===== src/rtl/vga_dec_pkg.sv =====
package vga_dec_pkg;

  typedef enum logic [1:0] {
    TGT_NONE = 2'd0,
    TGT_PCIE = 2'd1,
    TGT_DFLT = 2'd2
  } target_e;

  typedef enum logic [1:0] {
    REG_NONE = 2'd0,
    REG_GFX  = 2'd1,
    REG_MONO = 2'd2,
    REG_TEXT = 2'd3
  } region_e;

  localparam int unsigned NUM_SUB = 3;

endpackage


===== src/rtl/vga_rst_sync.sv =====
module vga_rst_sync #(
  parameter int unsigned STAGES = 2
) (
  input  logic clk,
  input  logic rst_n,
  output logic rst_sync_n
);

  logic [STAGES-1:0] chain_q;

  always_ff @(posedge clk or negedge rst_n) begin
    if (!rst_n) chain_q <= '0;
    else        chain_q <= {chain_q[STAGES-2:0], 1'b1};
  end

  assign rst_sync_n = chain_q[STAGES-1];

endmodule


===== src/rtl/vga_window_classify.sv =====
module vga_window_classify
  import vga_dec_pkg::*;
#(
  parameter int unsigned       ADDR_W   = 32,
  parameter logic [ADDR_W-1:0] VGA_BASE = 32'h000A_0000
) (
  input  logic [ADDR_W-1:0] addr_i,
  output region_e           region_o
);

  localparam int unsigned GFX_SZ  = 32'h1_0000;
  localparam int unsigned MONO_SZ = 32'h0_8000;
  localparam int unsigned TEXT_SZ = 32'h0_8000;

  logic [NUM_SUB-1:0] sub_hit;

  for (genvar g = 0; g < NUM_SUB; g++) begin : g_sub
    localparam int unsigned OFS  = (g == 0) ? 0 : ((g == 1) ? GFX_SZ : GFX_SZ + MONO_SZ);
    localparam int unsigned SZ   = (g == 0) ? GFX_SZ : ((g == 1) ? MONO_SZ : TEXT_SZ);
    localparam logic [ADDR_W-1:0] LO = VGA_BASE + ADDR_W'(OFS);
    localparam logic [ADDR_W-1:0] HI = VGA_BASE + ADDR_W'(OFS + SZ - 1);
    assign sub_hit[g] = (addr_i >= LO) && (addr_i <= HI);
  end

  always_comb begin
    region_o = REG_NONE;
    if (sub_hit[0])      region_o = REG_GFX;
    else if (sub_hit[1]) region_o = REG_MONO;
    else if (sub_hit[2]) region_o = REG_TEXT;
  end

endmodule


===== src/rtl/vga_steer.sv =====
module vga_steer
  import vga_dec_pkg::*;
(
  input  region_e region_i,
  input  logic    vga_en_i,
  input  logic    mono_present_i,
  output target_e target_o
);

  logic in_window;
  logic pcie_claim;

  assign in_window = (region_i != REG_NONE);

  always_comb begin
    pcie_claim = 1'b0;
    unique case (region_i)
      REG_GFX,
      REG_TEXT: pcie_claim = vga_en_i;
      REG_MONO: pcie_claim = vga_en_i && !mono_present_i;
      default:  pcie_claim = 1'b0;
    endcase
  end

  always_comb begin
    if (pcie_claim)     target_o = TGT_PCIE;
    else if (in_window) target_o = TGT_DFLT;
    else                target_o = TGT_NONE;
  end

endmodule


===== src/rtl/main_mem_cmp.sv =====
module main_mem_cmp #(
  parameter int unsigned       ADDR_W    = 32,
  parameter logic [ADDR_W-1:0] MAIN_BASE = 32'h0100_0000
) (
  input  logic [ADDR_W-1:0] addr_i,
  input  logic [ADDR_W-1:0] tolud_i,
  output logic              hit_o
);

  logic above_floor;
  logic below_top;

  assign above_floor = (addr_i >= MAIN_BASE);
  assign below_top   = (addr_i < tolud_i);
  assign hit_o       = above_floor && below_top;

endmodule


===== src/rtl/legacy_vga_decode.sv =====
module legacy_vga_decode
  import vga_dec_pkg::*;
#(
  parameter int unsigned       ADDR_W    = 32,
  parameter logic [ADDR_W-1:0] VGA_BASE  = 32'h000A_0000,
  parameter logic [ADDR_W-1:0] MAIN_BASE = 32'h0100_0000,
  parameter int unsigned       RST_STAGES = 2
) (
  input  logic              clk,
  input  logic              rst_n,
  input  logic              addr_valid_i,
  input  logic [ADDR_W-1:0] addr_i,
  input  logic              vga_en_i,
  input  logic              mono_present_i,
  input  logic [ADDR_W-1:0] tolud_i,
  output logic              valid_o,
  output logic [1:0]        target_o,
  output logic [1:0]        region_o,
  output logic              main_hit_o
);

  logic    rst_core_n;
  region_e region_c;
  target_e target_c;
  logic    main_c;

  logic    valid_d,  valid_q;
  target_e target_d, target_q;
  region_e region_d, region_q;
  logic    main_d,   main_q;

  vga_rst_sync #(.STAGES(RST_STAGES)) u_rst_sync (
    .clk        (clk),
    .rst_n      (rst_n),
    .rst_sync_n (rst_core_n)
  );

  vga_window_classify #(.ADDR_W(ADDR_W), .VGA_BASE(VGA_BASE)) u_classify (
    .addr_i   (addr_i),
    .region_o (region_c)
  );

  vga_steer u_steer (
    .region_i       (region_c),
    .vga_en_i       (vga_en_i),
    .mono_present_i (mono_present_i),
    .target_o       (target_c)
  );

  main_mem_cmp #(.ADDR_W(ADDR_W), .MAIN_BASE(MAIN_BASE)) u_main (
    .addr_i  (addr_i),
    .tolud_i (tolud_i),
    .hit_o   (main_c)
  );

  // Next state: capture only on the address strobe, otherwise hold.
  always_comb begin
    valid_d  = addr_valid_i;
    target_d = target_q;
    region_d = region_q;
    main_d   = main_q;
    if (addr_valid_i) begin
      target_d = target_c;
      region_d = region_c;
      main_d   = main_c;
    end
  end

  always_ff @(posedge clk or negedge rst_core_n) begin
    if (!rst_core_n) begin
      valid_q  <= 1'b0;
      target_q <= TGT_NONE;
      region_q <= REG_NONE;
      main_q   <= 1'b0;
    end else begin
      valid_q  <= valid_d;
      target_q <= target_d;
      region_q <= region_d;
      main_q   <= main_d;
    end
  end

  assign valid_o    = valid_q;
  assign target_o   = target_q;
  assign region_o   = region_q;
  assign main_hit_o = main_q;

endmodule


===== config.mk =====
export PLATFORM = sky130hd
export DESIGN_NAME = legacy_vga_decode
export DESIGN_NICKNAME = d
export VERILOG_FILES = /design/src/rtl/vga_dec_pkg.sv /design/src/rtl/vga_rst_sync.sv /design/src/rtl/vga_window_classify.sv /design/src/rtl/vga_steer.sv /design/src/rtl/main_mem_cmp.sv /design/src/rtl/legacy_vga_decode.sv
export SDC_FILE = /design/constraint.sdc
export NUM_CORES = 1
export LEC_CHECK = 0
export ABC_CLOCK_PERIOD_IN_PS = 800
export CORE_MARGIN = 10
export CORE_UTILIZATION = 36
export CTS_CLUSTER_DIAMETER = 30
export DETAILED_ROUTE_END_ITERATION = 10
export PLACE_DENSITY = 0.87
export SETUP_SLACK_MARGIN = 0.3
export SLEW_MARGIN = 20
export SYNTH_ARGS = -nofsm -noshare
export SYNTH_HDL_FRONTEND = slang
export SYNTH_SLANG_ARGS = --single-unit
export TNS_END_PERCENT = 5

===== constraint.sdc =====
create_clock -name clk -period 0.8 [get_ports clk]
set_input_delay 0.08 -clock clk [delete_from_list [all_inputs] [get_ports clk]]
set_output_delay 0.08 -clock clk [all_outputs]
set_load 0.01 [all_outputs]

==> out/qor.txt, run 1 <==
Leak: 1.14 nW
register area share after synthesis: 17.6%
final count of negative-setup-slack endpoints: 11
Fmax: 0.820 GHz
initial antenna violation count: 0
Ports: 75
vias in the first global route: 1,511
Die Span X: 76.1 um
row count: 20
Clock Tree Buf Depth: 2
hold crit path type: in2async
PortBufs: 74
Initial Util: 37.5%
Slew Limit Fails: 0
Worst EP required: 0.92 ns
pwr/cell area: 736 nW/um^2
Worst Setup SP: main_hit_o$_DFFE_PN0P_
gr usage total: 13.8%
launch point of the worst reg-to-reg path: main_hit_o$_DFFE_PN0P_
Synth Instances: 137
1st-pass router iterations: 4
multi-input logic area: 1130 sq um
Worst Path Max Fanout: 2
top_reg_cell synth: dfrtp_1
pre-CTS setup slack: -1.21 ns
total congestion overflow: 0
syn_area_per_cell: 8.28 sq um
H-tree levels: 1
Final Hold Fails: 2
nets: 333
WHS: -0.00190 ns
area growth from synthesis to layout: 106%
final instance area: 2330 sq um
fin crit share: 152%
EDFF count, synth: 0
RSZ-0062 raised after global routing: true
CTS Buf Count: 3
Detailed Route WL: 4110 um
Min Clock Period, post-route: 1.22 ns
placed instance area: 2110 sq um
per-cell routed wire length: 14.9 um
crit path launch type: flop
Commonest cells post-synth: inv_1, ha_1, a21oi_1, nand2_1, dfrtp_1
area of the die: 5800 sq um
Synth Register Bits: 8
worst setup margin: -0.419 ns
Storage cell area: 200 sq um
status: complete, but fails checks
critical path class: reg2reg
Clock Skews: 0.00487 ns
filler instances: 232
number of DRC markers in iteration 0: 10
failing checks: hold timing, setup timing
Via Count: 1,331
Netlist cell types: 32
Diodes inserted: 0
worst vdd ir: 0.547 mV
ranking of synthesized cells by area: ha_1, dfrtp_1, inv_1, a21oi_1, nand2_1
Synthesis Warnings: 0
Synth async-reset ratio: 100%
Cell Area, Synth: 1130 sq um
Worst Path Arrival: 1.34 ns
DRC violations left: 0
Clock transition at path regs: 0.05 ns
Post-DRT Antenna Nets: 0
final core utilization: 77.0%
Core ar.: 3030 sq um
CP Capture Type: flop
worst skew pair latency: 0.25 ns
CTS tree: built
die height: 76.1 um
post-route setup TNS: -1.96 ns
share of layout cells above drive strength 1: 45.5%
post-DP HPWL: 3360 um
syn_nets: 237
share of the synthesized area in the top cell type: 34.2%
Via density: 4.84
most frequent cell after synthesis: inv_1
Root Driver: clkbuf_4
largest net degree at the start of global routing: 7
clock tree sinks: 8
global placement routability congestion: 0.758
max cap viols: 0
first-pass GRT wire length: 6760 um
cell taking the most area after synthesis: ha_1
final cells by class:
cell class | count | area share (%)
multi-input cells | 93 | 48.4
repair buffers | 91 | 32.9
flip-flops and latches | 8 | 8.58
inverters | 36 | 6.76
well taps | 44 | 2.36
clock buffers | 3 | 0.966
cell families after synthesis:
logic type                 Yosys count  share of synthesized area (%)
buffers and inverters               36                           11.9
adders and majority gates           31                           34.2
and+or+nand+nor                     31                           17.2
AOI/OAI and AO/OA                   30                           18.7
DFF                                  8                           17.6
other                                1                          0.330
metal layers:
metal | up-vias | wire length (um) | track usage [%] | part of all wire [%]
li1 | 665 | - | - | -
met1 | 611 | 1750 | 15.9 | 43
met2 | 51 | 2170 | 25.6 | 53
met3 | 4 | 141 | 1.42 | 3.4
met4 | 0 | 43 | 4.65 | 1.0
met5 | - | 0 | 0 | 0
power by group:
group	switching, mW	internal, mW
clock network	0.121	0.171
logic	0.414	0.580
registers	0.0106	0.420
path summary, 6_finish.rpt:
path	to	slack [ns]	cells after the start
setup / recovery	main_hit_o$_DFFE_PN0P_	-0.42	4
hold / removal	u_rst_sync.chain_q[1]$_DFF_PN0_	-0.002	1
setup reg to reg	main_hit_o$_DFFE_PN0P_	-0.42	4
hold reg to reg	region_o[0]$_DFFE_PN0P_	0.09	0
max in group asynchronous	target_o[0]$_DFFE_PN0P_	0.52	0
min in group clk	region_o[1]$_DFFE_PN0P_	0.25	4
metrics by stage:
| step | cells | power [mW] |
|---|---|---|
| finish | 275 | 1.72 |
| global route | 275 | 1.85 |
| CTS | 275 | 1.68 |
| detailed placement | 268 | 1.30 |
| global placement | 268 | 1.27 |
| floorplan | 137 | 0.772 |
sequential cells by signal, indices dropped and copies added (netlist names):
| name | cells |
|---|---|
| region_o | 2 |
| target_o | 2 |
| u_rst_sync.chain_q | 2 |
| main_hit_o | 1 |
| valid_o | 1 |
what timing repair did:
action,4_1_cts,5_1_grt
endpoints found under the hold margin,2,0
pin swaps,44,17
gates resized for setup,164,29
endpoints found under the setup margin,12,11
buffers inserted,4,0
placed cells by master, fill, tap and decap left out, types with 2 or more instances in the layout:
| cell | Yosys | final |
|---|---|---|
| a2111oi_4 | 0 | 2 |
| clkbuf_2 | 0 | 8 |
| clkdlybuf4s50_1 | 0 | 7 |
| nand4_1 | 2 | 2 |
| ha_1 | 31 | 11 |
| nand3_1 | 3 | 3 |
| ha_4 | 0 | 19 |
| nand2_1 | 9 | 6 |
| inv_1 | 36 | 17 |
| a221oi_2 | 0 | 2 |
| a21oi_1 | 11 | 8 |
| o22ai_1 | 3 | 2 |
| clkbuf_4 | 0 | 3 |
| clkdlybuf4s15_1 | 0 | 4 |
| buf_2 | 0 | 7 |
| dfrtp_1 | 8 | 8 |
| dlygate4sd2_1 | 0 | 38 |
| nand2_2 | 0 | 3 |
| a21oi_2 | 0 | 3 |
| or4_4 | 3 | 3 |
| buf_4 | 0 | 16 |
| o21a_1 | 2 | 2 |
| nand2b_1 | 2 | 2 |
| inv_2 | 0 | 14 |
| a21boi_1 | 1 | 2 |
| o22ai_2 | 1 | 2 |
| buf_6 | 0 | 8 |
| inv_4 | 0 | 4 |
worst max-delay path: stages (launching register included):
cell	delay, ns
dfrtp_1	0.37
nor2b_4	0.13
or4_4	0.43
o22ai_2	0.12
a21oi_1	0.05
No activity file was read; power rests on OpenSTA's default activity.
==> inputs of run 2 (changes only) <==
--- a/config.mk
+++ b/config.mk
@@ -5,15 +5,16 @@
 export SDC_FILE = /design/constraint.sdc
 export NUM_CORES = 1
 export LEC_CHECK = 0
-export ABC_CLOCK_PERIOD_IN_PS = 800
+export ABC_CLOCK_PERIOD_IN_PS = 1200
 export CORE_MARGIN = 10
-export CORE_UTILIZATION = 36
+export CORE_UTILIZATION = 37
 export CTS_CLUSTER_DIAMETER = 30
 export DETAILED_ROUTE_END_ITERATION = 10
-export PLACE_DENSITY = 0.87
+export PLACE_DENSITY = 0.88
 export SETUP_SLACK_MARGIN = 0.3
 export SLEW_MARGIN = 20
 export SYNTH_ARGS = -nofsm -noshare
 export SYNTH_HDL_FRONTEND = slang
+export SYNTH_HIERARCHICAL = 1
 export SYNTH_SLANG_ARGS = --single-unit
 export TNS_END_PERCENT = 5
==> constraint.sdc (replaced) <==
create_clock -name clk -period 1.2 [get_ports clk]
set_input_delay 0.12 -clock clk [delete_from_list [all_inputs] [get_ports clk]]
set_output_delay 0.12 -clock clk [all_outputs]
set_load 0.01 [all_outputs]
==> run 2 against run 1 <==
Critical path type is now in2reg. Largest cell class unchanged. Register-to-register slack better by 0.85 ns. The run ends with setup timing left. Critical path depth increased by 5. Critical endpoint unchanged. Clock-buffer cell count unchanged. First-iteration DRC count rose to 4.6 times the previous value.
==> out/qor.txt, run 2 <==
status: complete, but fails checks
failing checks: setup timing
H-tree levels: 1
clock tree sinks: 8
Ports: 75
Root Driver: clkbuf_4
Clock transition at path regs: 0.05 ns
DRC violations left: 0
Initial Util: 38.4%
vias in the first global route: 1,501
Fmax: 0.631 GHz
post-DP HPWL: 3510 um
1st-pass router iterations: 4
worst setup margin: -0.385 ns
register area share after synthesis: 17.2%
EDFF count, synth: 0
post-route setup TNS: -0.519 ns
setup slack, reg-to-reg: 0.43 ns
Synth Instances: 145
fin crit share: 132%
CTS tree: built
global placement routability congestion: 0.816
max cap viols: 0
most frequent cell after synthesis: inv_1
Via Count: 1,413
first-pass GRT wire length: 6870 um
most common cell after layout, fill and taps aside: clkdlybuf4s50_1
share of the synthesized area in the top cell type: 33.3%
FF-to-FF End: main_hit_o$_DFFE_PN0P_
worst vdd ir: 0.464 mV
area growth from synthesis to layout: 110%
final core utilization: 80.8%
area of the die: 5790 sq um
reg2reg path depth: 1
Slew Limit Fails: 0
Synth Register Bits: 8
Clock Tree Buf Depth: 2
nets: 346
total congestion overflow: 0
most frequent cells in the layout: clkdlybuf4s50_1, buf_4, inv_1, buf_6, ha_1
RSZ-0062 raised after global routing: true
Worst EP required: 1.33 ns
Detailed Route WL: 4310 um
initial antenna violation count: 1
syn_area_per_cell: 8.02 sq um
critical path class: in2reg
Final Hold Fails: 0
GR Layer Usage met3: 3.77%
GRT busiest layer: met2
Synth async-reset ratio: 100%
Post-DRT Antenna Nets: 0
Leak: 1.14 nW
row count: 20
die height: 76.1 um
GRT met1 Usage: 15.4%
Min Clock Period, post-route: 1.59 ns
overall power: 1.18 mW
Die Span X: 76.1 um
Synthesis Warnings: 6
cell taking the most area after synthesis: ha_1
worst skew pair latency: 0.24 ns
Worst Setup SP: tolud_i[28]
syn_nets: 245
met2 Usage GRT: 25.4%
hold crit path type: in2async
gr usage total: 13.9%
per-cell routed wire length: 14.9 um
Clock Skews: 0.000292 ns
Via density: 4.89
CP Capture Type: flop
ranking of synthesized cells by area: ha_1, dfrtp_1, inv_1, a21oi_1, mux2_2
Worst Path Max Fanout: 2
crit path launch type: primary input
PortBufs: 74
top_reg_cell synth: dfrtp_1
share of layout cells above drive strength 1: 46.3%
final count of negative-setup-slack endpoints: 3
Netlist cell types: 26
post-cts hold buffer count: 0
Worst Path Arrival: 1.71 ns
filler instances: 177
pwr/cell area: 484 nW/um^2
number of DRC markers in iteration 0: 46
launch point of the worst reg-to-reg path: main_hit_o$_DFFE_PN0P_
CTS Buf Count: 3
Commonest cells post-synth: inv_1, ha_1, a21oi_1, nand2_1, dfrtp_1
pre-CTS setup slack: -1.15 ns
largest net degree at the start of global routing: 7
Cell Area, Synth: 1160 sq um
Core ar.: 3030 sq um
==> run 2: cell types whose count changed after synthesis, sizes merged, moves of 3 or more <==
cell and delta:
o21ai +3, inv -3, nand3 -3, nor2 +4
a21oi +7, nor4 +3, o22ai -4, mux2 +5
==> run 2: cell type report <==
cell class,count,area (sq um),share of cell area [%]
timing repair buffer,97,885,36.2
antenna,1,2.50,0.102
sequential,8,200,8.18
clock buffer,3,22.5,0.921
tap,44,55.1,2.25
multi-input combinational,103,1130,46.3
inverter,33,149,6.09
==> run 2: logic make-up (layout without fill, tap and decap cells) <==
family	after synthesis	in the layout	synth area share, %
compound gates	30	30	14.9
mux	5	5	4.84
flops	8	8	17.2
buf+inv	34	133	11.3
fa+ha+maj	31	31	33.3
other cells	1	2	0.322
simple gates	36	36	18.1
==> run 2: where the power goes <==
group / switching, mW / total (mW) / internal [mW]
Sequential: 0.00883 / 0.290 / 0.281
Clock: 0.0810 / 0.195 / 0.114
Combinational: 0.280 / 0.699 / 0.419
Total: 0.370 / 1.18 / 0.814
==> run 2: layer usage <==
layer / vias up / wire (um) / share of wire [%]
met1: 654 / 1750 / 41
met4: 0 / 15 / 0.35
li1: 703 / - / -
met2: 54 / 2270 / 53
met3: 2 / 278 / 6.4
met5: - / 0 / 0
==> run 2: worst max-delay path by stage <==
stage                              to  depth (start not counted)
5_1_grt        main_hit_o$_DFFE_PN0P_                          8
2_1_floorplan  main_hit_o$_DFFE_PN0P_                          8
3_3_place_gp   main_hit_o$_DFFE_PN0P_                          9
6_report       main_hit_o$_DFFE_PN0P_                          9
4_1_cts        main_hit_o$_DFFE_PN0P_                          9
3_5_place_dp   main_hit_o$_DFFE_PN0P_                          9
==> run 2: worst max-delay path: stages <==
cell      delay, ns
buf_12         0.09
inv_12         0.03
ha_4           0.23
and4_4         0.22
nand2_2        0.06
or4_4          0.53
nor2_4         0.10
a211oi_2       0.07
mux2_4         0.26
==> run 2: stage by stage <==
step | hold slack [ns] | std cells | instance area, sq um
after floorplan | -0.176 | 145 | 1280
after global placement | 0.0949 | 282 | 2220
after detailed placement | 0.0993 | 282 | 2220
after CTS | 0.0286 | 288 | 2310
after global routing | 0.0412 | 289 | 2450
final | 0.0352 | 289 | 2450
==> run 2: what timing repair did <==
| item | CTS | global route |
|---|---|---|
| gates cloned | 0 | 0 |
| gates resized for setup | 145 | 41 |
| pin swaps | 19 | 18 |
| setup buffers | 3 | 0 |
| endpoints found under the setup margin | 11 | 10 |
==> inputs of run 3 (changes only) <==
--- a/config.mk
+++ b/config.mk
@@ -7,10 +7,11 @@
 export LEC_CHECK = 0
 export ABC_CLOCK_PERIOD_IN_PS = 1200
 export CORE_MARGIN = 10
-export CORE_UTILIZATION = 37
+export CORE_UTILIZATION = 45
 export CTS_CLUSTER_DIAMETER = 30
 export DETAILED_ROUTE_END_ITERATION = 10
-export PLACE_DENSITY = 0.88
+export DONT_BUFFER_PORTS = 1
+export PLACE_DENSITY = 0.66
 export SETUP_SLACK_MARGIN = 0.3
 export SLEW_MARGIN = 20
 export SYNTH_ARGS = -nofsm -noshare
==> run 3 against run 2 <==
The run still ends with setup timing left. Setup slack better by 0.17 ns. Critical path depth fell by 1. Clock power about the same. First-iteration DRC count increased by 2.2%. Routed wire length decreased by 22%. Clock-buffer cell count stayed put. Highest routed layer is now met3. Power fell by 33%.
==> out/qor.txt, run 3 (same netlist as run 2, synthesis figures left out) <==
critical path class: in2reg
Post-DRT Antenna Nets: 0
Root Driver: clkbuf_4
H-tree levels: 1
row count: 18
area growth from synthesis to layout: 24.6%
crit path launch type: primary input
CP Capture Type: flop
Clock Tree Buf Depth: 2
Worst Path Max Fanout: 2
most frequent cells in the layout: inv_1, ha_1, a21oi_1, nand2_1, dfrtp_1
worst skew pair latency: 0.24 ns
number of DRC markers in iteration 0: 47
vias in the first global route: 1,229
Initial Util: 47.0%
failing checks: setup timing
worst setup margin: -0.214 ns
post-DP HPWL: 3030 um
overall power: 797 uW
total congestion overflow: 0
Slew Limit Fails: 0
max cap viols: 0
Worst EP required: 1.32 ns
CTS Buf Count: 3
most common cell after layout, fill and taps aside: inv_1
share of layout cells above drive strength 1: 24.5%
Via density: 5.70
die height: 70.9 um
area of the die: 5020 sq um
Clock Skews: 0.00312 ns
Fmax: 0.707 GHz
first-pass GRT wire length: 5290 um
gr usage total: 12.4%
Final Hold Fails: 0
Detailed Route WL: 3380 um
Die Span X: 70.9 um
placed instance area: 1360 sq um
worst vdd ir: 0.423 mV
DRC violations left: 0
CTS tree: built
post-CTS setup buffer count: 0
Ports: 75
Min Clock Period, post-route: 1.41 ns
Worst Path Arrival: 1.54 ns
WHS: 0.0370 ns
global placement routability congestion: 0.841
pwr/cell area: 550 nW/um^2
initial antenna violation count: 0
clock tree sinks: 8
Diodes inserted: 0
Leak: 0.726 nW
multi-input logic area: 976 sq um
Clock transition at path regs: 0.05 ns
fin crit share: 118%
status: complete, but fails checks
final count of negative-setup-slack endpoints: 1
Core ar.: 2480 sq um
per-cell routed wire length: 18.3 um
final instance area: 1450 sq um
RSZ-0062 raised after global routing: true
largest net degree at the start of global routing: 7
Via Count: 1,054
Storage cell area: 200 sq um
PortBufs: 0
filler instances: 229
hold crit path type: in2reg
nets: 257
1st-pass router iterations: 4
==> run 3: cell types whose count changed in the layout (fill, tap and decap cells not counted), sizes merged <==
| cell | change |
|---|---|
| buf | -41 |
| dlygate4sd2 | -12 |
| dlygate4sd3 | +2 |
| diode | -1 |
| clkbuf | -2 |
| clkdlybuf4s50 | -36 |
==> run 3: per-stage QoR <==
stage	setup slack, ns	instances	util [%]	setup TNS, ns
after floorplan	-0.363	145	-	-0.382
after global placement	-0.448	180	54.7	-0.594
after detailed placement	-0.485	180	54.7	-0.640
after CTS	-0.225	185	58.4	-0.225
after global routing	-0.294	185	58.5	-0.294
final	-0.214	185	58.5	-0.214
==> run 3: final timing paths <==
path | start | to | slack (ns) | cells past startpoint
worst max-delay path | tolud_i[31] | main_hit_o$_DFFE_PN0P_ | -0.21 | 8
worst max register to register | target_o[1]$_DFFE_PN0P_ | target_o[1]$_DFFE_PN0P_ | 0.36 | 1
worst min register to register | u_rst_sync/chain_q[1]$_DFF_PN0_ | region_o[0]$_DFFE_PN0P_ | 0.09 | 0
max in group asynchronous | u_rst_sync/chain_q[1]$_DFF_PN0_ | region_o[1]$_DFFE_PN0P_ | 0.91 | 0
worst min-delay path | addr_valid_i | region_o[0]$_DFFE_PN0P_ | 0.04 | 1
min in group asynchronous | u_rst_sync/chain_q[1]$_DFF_PN0_ | region_o[0]$_DFFE_PN0P_ | 0.09 | 0
==> run 3: final cells by class <==
| class | instances | area share (%) |
|---|---|---|
| clock buffers | 3 | 1.55 |
| inverters | 33 | 10.3 |
| multi-input cells | 103 | 67.3 |
| flip-flops and latches | 8 | 13.8 |
| well taps | 30 | 2.59 |
| repair buffers | 8 | 4.49 |
==> run 3: repair_timing <==
item,4_1_cts,5_1_grt
gates resized for setup,9,1
hold endpoints to repair,3,0
hold buffers,2,0
setup endpoints to repair,3,3
pin swaps,7,5
cloned,0,0
==> run 3: worst max-delay path, cell delays in order <==
cell and delay (ns):
inv_2 0.03, ha_4 0.25, and4_4 0.20, nand2_1 0.07, or4_4 0.43, nor2_2 0.12
a211oi_1 0.07, mux2_4 0.26
==> run 3: routing by layer <==
layer / part of all wire [%] / track usage, % / wire length, um / vias up
li1: - / - / - / 521
met1: 33 / 10.0 / 1130 / 477
met2: 52 / 24.5 / 1770 / 56
met3: 14 / 7.25 / 483 / 0
met4: 0 / 3.23 / 0 / 0
met5: 0 / 0 / 0 / -
==> run 3: where the power goes <==
group / switching [mW] / internal (mW)
Sequential: 0.0141 / 0.281
Clock: 0.0783 / 0.114
Combinational: 0.140 / 0.170
